**src/rtl/spi_lead_pkg.sv**
```systemverilog
package spi_lead_pkg;

  typedef enum logic [1:0] {
    ST_IDLE = 2'd0,
    ST_LEAD = 2'd1,
    ST_XFER = 2'd2,
    ST_TAIL = 2'd3
  } xfer_state_t;

  // Counter width able to hold values 0..n-1, never below one bit.
  function automatic int cnt_width(input int n);
    return (n > 1) ? $clog2(n) : 1;
  endfunction

endpackage

```
**src/rtl/spi_lead_ctrl.sv**
```systemverilog
module spi_lead_ctrl
  import spi_lead_pkg::*;
#(
  parameter int WIDTH       = 8,
  parameter int CPOL        = 0,
  parameter int PHASE       = 0,
  parameter int HALF_PERIOD = 2,
  parameter int LEAD_CYCLES = 4
) (
  input  logic clk,
  input  logic rst,
  input  logic start_i,
  output logic load_o,
  output logic sample_o,
  output logic shift_o,
  output logic finish_o,
  output logic sclk_o,
  output logic cs_n_o,
  output logic busy_o,
  output logic done_o
);

  localparam int   EDGES      = 2 * WIDTH;
  localparam int   EW         = cnt_width(EDGES);
  localparam int   DW         = cnt_width(HALF_PERIOD);
  localparam int   LW         = cnt_width(LEAD_CYCLES);
  localparam logic IDLE_LVL   = (CPOL != 0);
  localparam logic SAMPLE_LVL = (PHASE == 0);

  xfer_state_t   state;
  logic [LW-1:0] lead_cnt;
  logic [DW-1:0] div_cnt;
  logic [EW-1:0] edge_cnt;
  logic          sclk_q;
  logic          cs_n_q;
  logic          busy_q;
  logic          done_q;

  logic accept;
  logic tick;
  logic lead_last;
  logic edge_last;
  logic into_sample;

  always_comb begin
    accept      = (state == ST_IDLE) && start_i;
    tick        = (div_cnt == DW'(HALF_PERIOD - 1));
    lead_last   = (lead_cnt == LW'(LEAD_CYCLES - 1));
    edge_last   = (edge_cnt == EW'(EDGES - 1));
    into_sample = ((~sclk_q) == SAMPLE_LVL);
  end

  always_ff @(posedge clk) begin
    if (rst) begin
      state    <= ST_IDLE;
      lead_cnt <= '0;
      div_cnt  <= '0;
      edge_cnt <= '0;
      sclk_q   <= IDLE_LVL;
      cs_n_q   <= 1'b1;
      busy_q   <= 1'b0;
      done_q   <= 1'b0;
    end else begin
      done_q <= 1'b0;
      case (state)
        ST_IDLE: begin
          if (accept) begin
            state    <= ST_LEAD;
            cs_n_q   <= 1'b0;
            busy_q   <= 1'b1;
            lead_cnt <= '0;
          end
        end
        ST_LEAD: begin
          if (lead_last) begin
            state    <= ST_XFER;
            div_cnt  <= '0;
            edge_cnt <= '0;
          end else begin
            lead_cnt <= lead_cnt + 1'b1;
          end
        end
        ST_XFER: begin
          if (tick) begin
            div_cnt  <= '0;
            sclk_q   <= ~sclk_q;
            edge_cnt <= edge_cnt + 1'b1;
            if (edge_last) begin
              state <= ST_TAIL;
            end
          end else begin
            div_cnt <= div_cnt + 1'b1;
          end
        end
        ST_TAIL: begin
          if (tick) begin
            div_cnt <= '0;
            state   <= ST_IDLE;
            cs_n_q  <= 1'b1;
            busy_q  <= 1'b0;
            done_q  <= 1'b1;
          end else begin
            div_cnt <= div_cnt + 1'b1;
          end
        end
        default: state <= ST_IDLE;
      endcase
    end
  end

  always_comb begin
    load_o   = accept;
    sample_o = (state == ST_XFER) && tick && into_sample;
    shift_o  = (state == ST_XFER) && tick && !into_sample;
    finish_o = (state == ST_TAIL) && tick;
    sclk_o   = sclk_q;
    cs_n_o   = cs_n_q;
    busy_o   = busy_q;
    done_o   = done_q;
  end

endmodule

```
**src/rtl/spi_lead_txpath.sv**
```systemverilog
module spi_lead_txpath #(
  parameter int WIDTH    = 8,
  parameter bit HAS_MOSI = 1'b1
) (
  input  logic             clk,
  input  logic             rst,
  input  logic             load_i,
  input  logic             sample_i,
  input  logic             shift_i,
  input  logic [WIDTH-1:0] word_i,
  output logic             mosi_o
);

  generate
    if (HAS_MOSI) begin : g_tx
      logic [WIDTH-1:0] sreg;
      logic             seen_sample;

      // The output only advances on a shifting edge once a bit has been
      // sampled, so a leading shifting edge keeps the MSB on the line.
      always_ff @(posedge clk) begin
        if (rst) begin
          sreg        <= '0;
          seen_sample <= 1'b0;
        end else if (load_i) begin
          sreg        <= word_i;
          seen_sample <= 1'b0;
        end else begin
          if (sample_i) begin
            seen_sample <= 1'b1;
          end
          if (shift_i && seen_sample) begin
            sreg <= {sreg[WIDTH-2:0], 1'b0};
          end
        end
      end

      assign mosi_o = sreg[WIDTH-1];
    end else begin : g_no_tx
      assign mosi_o = 1'b0;
    end
  endgenerate

endmodule

```
**src/rtl/spi_lead_rxpath.sv**
```systemverilog
module spi_lead_rxpath #(
  parameter int WIDTH    = 8,
  parameter bit HAS_MISO = 1'b1
) (
  input  logic             clk,
  input  logic             rst,
  input  logic             sample_i,
  input  logic             finish_i,
  input  logic             miso_i,
  output logic [WIDTH-1:0] word_o
);

  generate
    if (HAS_MISO) begin : g_rx
      logic [WIDTH-1:0] sreg;
      logic [WIDTH-1:0] hold;

      always_ff @(posedge clk) begin
        if (rst) begin
          sreg <= '0;
          hold <= '0;
        end else begin
          if (sample_i) begin
            sreg <= {sreg[WIDTH-2:0], miso_i};
          end
          if (finish_i) begin
            hold <= sreg;
          end
        end
      end

      assign word_o = hold;
    end else begin : g_no_rx
      assign word_o = '0;
    end
  endgenerate

endmodule

```
**src/rtl/spi_lead_master.sv**
```systemverilog
module spi_lead_master #(
  parameter int WIDTH       = 8,
  parameter int CPOL        = 0,
  parameter int PHASE       = 0,
  parameter int HALF_PERIOD = 2,
  parameter int LEAD_CYCLES = 4,
  parameter bit HAS_MISO    = 1'b1,
  parameter bit HAS_MOSI    = 1'b1
) (
  input  logic             clk,
  input  logic             rst,
  input  logic             start,
  input  logic [WIDTH-1:0] tx_word,
  output logic             busy,
  output logic             done,
  output logic [WIDTH-1:0] rx_word,
  output logic             sclk,
  output logic             mosi,
  input  logic             miso,
  output logic             cs_n
);

  logic load;
  logic sample;
  logic shift;
  logic finish;

  spi_lead_ctrl #(
    .WIDTH      (WIDTH),
    .CPOL       (CPOL),
    .PHASE      (PHASE),
    .HALF_PERIOD(HALF_PERIOD),
    .LEAD_CYCLES(LEAD_CYCLES)
  ) u_ctrl (
    .clk     (clk),
    .rst     (rst),
    .start_i (start),
    .load_o  (load),
    .sample_o(sample),
    .shift_o (shift),
    .finish_o(finish),
    .sclk_o  (sclk),
    .cs_n_o  (cs_n),
    .busy_o  (busy),
    .done_o  (done)
  );

  spi_lead_txpath #(
    .WIDTH   (WIDTH),
    .HAS_MOSI(HAS_MOSI)
  ) u_tx (
    .clk     (clk),
    .rst     (rst),
    .load_i  (load),
    .sample_i(sample),
    .shift_i (shift),
    .word_i  (tx_word),
    .mosi_o  (mosi)
  );

  spi_lead_rxpath #(
    .WIDTH   (WIDTH),
    .HAS_MISO(HAS_MISO)
  ) u_rx (
    .clk     (clk),
    .rst     (rst),
    .sample_i(sample),
    .finish_i(finish),
    .miso_i  (miso),
    .word_o  (rx_word)
  );

endmodule

```
**config.mk**
```make
export PLATFORM = sky130hd
export DESIGN_NAME = spi_lead_master
export DESIGN_NICKNAME = d
export VERILOG_FILES = /design/src/rtl/spi_lead_pkg.sv /design/src/rtl/spi_lead_ctrl.sv /design/src/rtl/spi_lead_txpath.sv /design/src/rtl/spi_lead_rxpath.sv /design/src/rtl/spi_lead_master.sv
export SDC_FILE = /design/constraint.sdc
export NUM_CORES = 1
export LEC_CHECK = 0
export BUFFER_PORTS_ARGS = -buffer_cell sky130_fd_sc_hd__buf_2
export CAP_MARGIN = 20
export CORE_MARGIN = 10
export CORE_UTILIZATION = 50
export CTS_BUF_LIST = sky130_fd_sc_hd__clkbuf_4 sky130_fd_sc_hd__clkbuf_8
export CTS_CLUSTER_DIAMETER = 60
export DETAILED_ROUTE_END_ITERATION = 12
export GPL_TIMING_DRIVEN = 0
export PLACE_DENSITY = 0.71
export REMOVE_ABC_BUFFERS = 1
export SLEW_MARGIN = 25
export SYNTH_ARGS = -nofsm -noshare
export SYNTH_HDL_FRONTEND = slang
export SYNTH_SLANG_ARGS = --single-unit
```
**constraint.sdc**
```tcl
create_clock -name clk -period 5.3 [get_ports clk]
set_input_delay 1.06 -clock clk [delete_from_list [all_inputs] [get_ports clk]]
set_output_delay 1.06 -clock clk [all_outputs]
set_load 0.01 [all_outputs]
```
# After elaboration in Yosys (flattened, before gate mapping)
# Cells that the tools add are included.
# totals
inputBits	12
reg_bits	38
wordCells	73
output_inout_bits	13
# classes
eq_ne	11
muxes	24
add_sub_neg	3
bitwise	2
n_reduce_logical	21
# op_table
op	n
2-to-1 mux 8 bit	2
2-to-1 mux 2 bit	7
nonzero test 2 bit	5
AND reduction 3 bit	3
2-to-1 mux 4 bit	2
inequality test 2 x 1 -> 1 bit (second input constant)	4
one-hot mux 2 bit (4 select lines)	1
one-hot mux 4 bit (2 select lines)	1
2-to-1 mux 1 bit	7
equality test 2 bit (second input constant)	3
logical AND 1 bit	6
one-hot mux 1 bit (2 select lines)	3
OR reduction 2 bit	3
AND reduction 5 bit	1
adder 4 x 1 -> 4 bit (second input constant)	1
equality test 4 bit (second input constant)	1
inequality test 2 bit (second input constant)	2
one-hot mux 2 bit (2 select lines)	1
AND reduction 2 bit	2
adder 2 x 1 -> 2 bit (second input constant)	1
equality test 2 x 1 -> 1 bit (second input constant)	1
zero test 2 bit	1
inverter 1 bit	2
adder 1 bit (second input constant)	1

# Logic depth before layout (Yosys ltp)
# depth
word_depth	6
mapped_depth	8
mapped_depth_nobuf	6

# Cells and area by module
# From an unflattened synthesis, not the netlist that was laid out.
# hier_totals
cells_unflattened	186
area_unflattened_um2	1739.2
# by_module_without_submodules
mod	seq_area_each_um2	instances	cells_per_inst	area_per_inst_um2
spi_lead_ctrl	260.2	1	88	732.0
spi_lead_rxpath	320.3	1	52	579.3
spi_lead_txpath	180.2	1	46	427.9

# Worst setup path before layout
# No wires, ideal clock.
# synth_path
path_kind	input to register
startpoint	input port start
endpoint	register u_ctrl.state[0]
required_ns	5.213
stages	4
setup_time_ns	0.087
path_buffers	0
slack_ns	3.316
t_arrival_ns	1.897
cell_sequence	nor2b_4 or4_4 a2111o_1 o31ai_1
# synth_between
elab_chain_cells	3
# synth_lines
item	line	source
from (decl)	spi_lead_master.sv:12	input logic start,
logical AND 1 bit	spi_lead_ctrl.sv:46	accept = (state == ST_IDLE) && start_i;
inequality test 2 bit (no source line)	n/a	
AND reduction 5 bit (no source line)	n/a	
to (signal assigned)	spi_lead_ctrl.sv:55	state <= ST_IDLE;
to (signal assigned)	spi_lead_ctrl.sv:68	state <= ST_LEAD;
to (signal assigned)	spi_lead_ctrl.sv:76	state <= ST_XFER;
to (decl)	spi_lead_ctrl.sv:30	xfer_state_t state;
# No other way between the ends.
# A chain may end at the register's enable or synchronous reset.

# Worst setup path after layout
# layout_path
startpoint	register u_ctrl.state[0]
endpoint	register u_tx.g_tx.sreg[1]
# layout_between
elab_chain_cells	5
word_cells_on_any_way	8
classes_between	1 x eq/ne; 1 x mux; 6 x reduce/logical
# layout_lines
item	line	source
equality test 2 bit	spi_lead_ctrl.sv:114	shift_o = (state == ST_XFER) && tick && !into_sample;
logical AND 1 bit (2 in a row)	spi_lead_ctrl.sv:114	
logical AND 1 bit	spi_lead_txpath.sv:32	if (shift_i && seen_sample) begin
nonzero test 2 bit (no source line)	n/a	
to (signal assigned)	spi_lead_txpath.sv:26	sreg <= word_i;
to (signal assigned)	spi_lead_txpath.sv:33	sreg <= {sreg[WIDTH-2:0], 1'b0};
to (decl)	spi_lead_txpath.sv:16	logic [WIDTH-1:0] sreg;
# Several ways; a longest one is shown, not always the timed one.

==> impl_metrics.toml <==
[sta]
final-max-slew-violation-count = 0
setup_violations = 0
fin_crit_ns = 2.25
hold_violations = 0
clock_skew_ns = 0.00634
fin_crit_sh_pct = 42.4
setup_tns_ns = 0
rsz0062_at_grt = "no"
clock.fmax_mhz = 445
maxSlewHeadroom_pct = 52.8
worstMarginPinSlew_ns = 0.708

[worst_setup_path]
crit_type = "flip-flop to flip-flop"
path_cells = "inv_1 -> ha_1 -> nand2_1 -> nand2_1 -> nor2_1 -> a311oi_1"
crit_path_start_kind = "flip-flop"
cp-end-kind = "flip-flop"
critPathRequiredTime_ns = 5.54
slowest_delay_ns = 0.52
r2r-start = "u_ctrl.state[0]"
arrival_ns = 2.49
cp_common_cell = "nand2_1"
r2r_slack_ns = 3.05
reg2regPathDepth = 6
slowest_stage = "ha_1"
critPathMaxFanout = 17
regToRegEndpoint = "u_tx.g_tx.sreg[1]"

[power]
seqPwrFrac_pct = 46.0
p_int_mw = 0.484
netSwitchingPower_mw = 0.265
total_power_mw = 0.748
powerDensity_nw_per_um2 = 403
combPwrFrac_pct = 32.7
swShare_pct = 35.4
worst_ir_drop_vdd_v = 0.000270
p_leak_nw = 0.714
power_frac_clock_pct = 21.3

[floorplanning]
dieArea_um2 = 6070
initial_core_util_pct = 53.6
die_y_um = 77.9
die_x_um = 77.9
fp-row-count = 20
num_io_pins = 25
coreArea_um2 = 3130

[global_route]
grt_pass1_vias = 1378
grt_pass1_wl_mm = 5.87
grt_max_degree = 43
antenna_found_initial = 0
grt_overflow_total = 0
grtUsageTotal_pct = 11.4

[final_layout]
fin_cells = 269
diodes = 0
syn2layout_area_growth_pct = 10.7
layout_commonest_cell = "nand2_1"
drive_gt1_share_pct = 16.4
final_cell_mix = "nand2_1 (41), dfxtp_1 (38), a21oi_1 (27)"
fillerInstances = 309
final_area_um2 = 1860
layout.nets = 243

[clocking]
root_buffer = "clkbuf_4"
insertion_delay_ns = 0.34
postCtsSetupBuffers = 0
cts_buffer_depth = 2
cts.sinks = 38
h-tree-depth = 2
cts-buffers-inserted = 5
cts.repair.resized = 0
clk_transition_reported_paths_ns = 0.10
cts_hold_buf = 0
cts_tree = "yes"

[synth]
synth-edff-count = 0
yosysWarnings = 0
syn_area_per_cell_um2 = 8.14
synthFlopType = "dfxtp_1"
async_reset_ff_share_pct = 0
synth_cells = 206
ys_seq_elements = 38
synth.distinct_cells = 32
yosysSeqAreaShare_pct = 45.3
netlist_area_um2 = 1680

[hold_path]
hold_path_class = "flip-flop to flip-flop"
holdPathEnd = "u_rx.word_o[7]"
min_from = "u_rx.word_o[7]"
worstHoldPathCells = 2

[placed_design]
placed_area_um2 = 1790
place.gp.congestion = 0.768
dp_cells = 261
dpl.hpwl_mm = 2.35
portBuffers = 24

[drt]
viasPerCell = 5.47
num_vias = 1471
drc = 0
routed_wl_mm = 3.37
ant_nets = 0
first_pass_iters = 4
wl_per_cell_um = 12.5
drt-initial-drc-count = 121

[outcome]
status = "finished, final reports clean"

[job]
drv_cap = 0
[power groups by stage]
stage	sequential (mW)	clock, mW	combinational, mW
after floorplan	0.348	0	0.184
after global placement	0.347	0	0.231
after detailed placement	0.350	0	0.240
after CTS	0.344	0.165	0.243
after global routing	0.349	0.179	0.278
final	0.344	0.159	0.245
[registers in the layout, indices dropped and copies added, names as in the netlist, 2 cells and up]
name             count
u_ctrl.state         2
u_tx.g_tx.sreg       8
u_ctrl.edge_cnt      4
u_rx.g_rx.sreg       8
u_ctrl.lead_cnt      2
u_rx.word_o          8
[kinds of logic (layout without fill, tap and decap cells)]
| group | count (synthesis) | in the layout | synth area share (%) |
|---|---|---|---|
| simple gates | 97 | 97 | 27.5 |
| compound gates | 47 | 47 | 17.2 |
| flops | 38 | 38 | 45.3 |
| buf+inv | 16 | 35 | 4.18 |
| fa+ha+maj | 7 | 7 | 5.22 |
| mux | 1 | 1 | 0.597 |
[how the worst max path moves through the flow]
| stage | start | to | slack (ns) | depth (start not counted) |
|---|---|---|---|---|
| after floorplan | start | u_ctrl.state[0] | 3.32 | 4 |
| after global routing | u_ctrl.state[0] | u_tx.g_tx.sreg[1] | 2.78 | 6 |
| after global placement | start | u_tx.g_tx.sreg[1] | 2.92 | 5 |
| after CTS | u_ctrl.state[0] | u_tx.g_tx.sreg[1] | 3.08 | 6 |
| after detailed placement | start | u_tx.g_tx.sreg[1] | 2.87 | 5 |
| final | u_ctrl.state[0] | u_tx.g_tx.sreg[1] | 3.05 | 6 |
[area by class of cell]
| class | count | area (µm²) | share of cell area [%] |
|---|---|---|---|
| inverter | 3 | 11.3 | 0.606 |
| clock inverter | 1 | 5.00 | 0.269 |
| timing repair buffer | 24 | 120 | 6.46 |
| multi-input combinational | 152 | 847 | 45.6 |
| tap | 44 | 55.1 | 2.96 |
| sequential | 38 | 761 | 40.9 |
| clock buffer | 7 | 58.8 | 3.16 |
[stage by stage]
stage / hold WS, ns / setup slack [ns] / utilization, %
floorplan: 0.431 / 3.32 / -
finish: 0.458 / 3.05 / 59.4
detailed placement: 0.444 / 2.87 / 57.4
global route: 0.480 / 2.78 / 59.4
global placement: 0.440 / 2.92 / 57.4
CTS: 0.459 / 3.08 / 59.4
[cell usage after synthesis (2+ instances only)]
library cell	number	area, µm²
nand2_1	41	154
dfxtp_1	38	761
a21oi_1	27	135
nand3_1	20	100
nor2_1	16	60.1
clkbuf_1	10	37.5
a311oi_1	7	61.3
ha_1	7	87.6
o21ai_0	5	25.0
nand2b_1	4	25.0
inv_1	3	11.3
nor2b_1	3	18.8
buf_2	2	10.0
nor2b_4	2	27.5
nor3_1	2	10.0
o31ai_1	2	15.0
or3_1	2	12.5
[critical path: cells and delay by family, from the launching register on]
kind / cells / cell delay [ns]
buffers and inverters: 1 / 0.12
AOI/OAI and AO/OA: 1 / 0.28
DFF: 1 / 0.35
and+or+nand+nor: 3 / 0.90
adders and majority gates: 1 / 0.52
[layer usage]
layer,vias up,part of all wire [%],global-route usage (%)
met2,30,47,19.4
met5,-,0,0
met1,681,46,12.5
met3,9,4.5,3.92
li1,751,-,-
met4,0,2.3,5.38
Note: power is estimated with default switching activity, not from simulation.
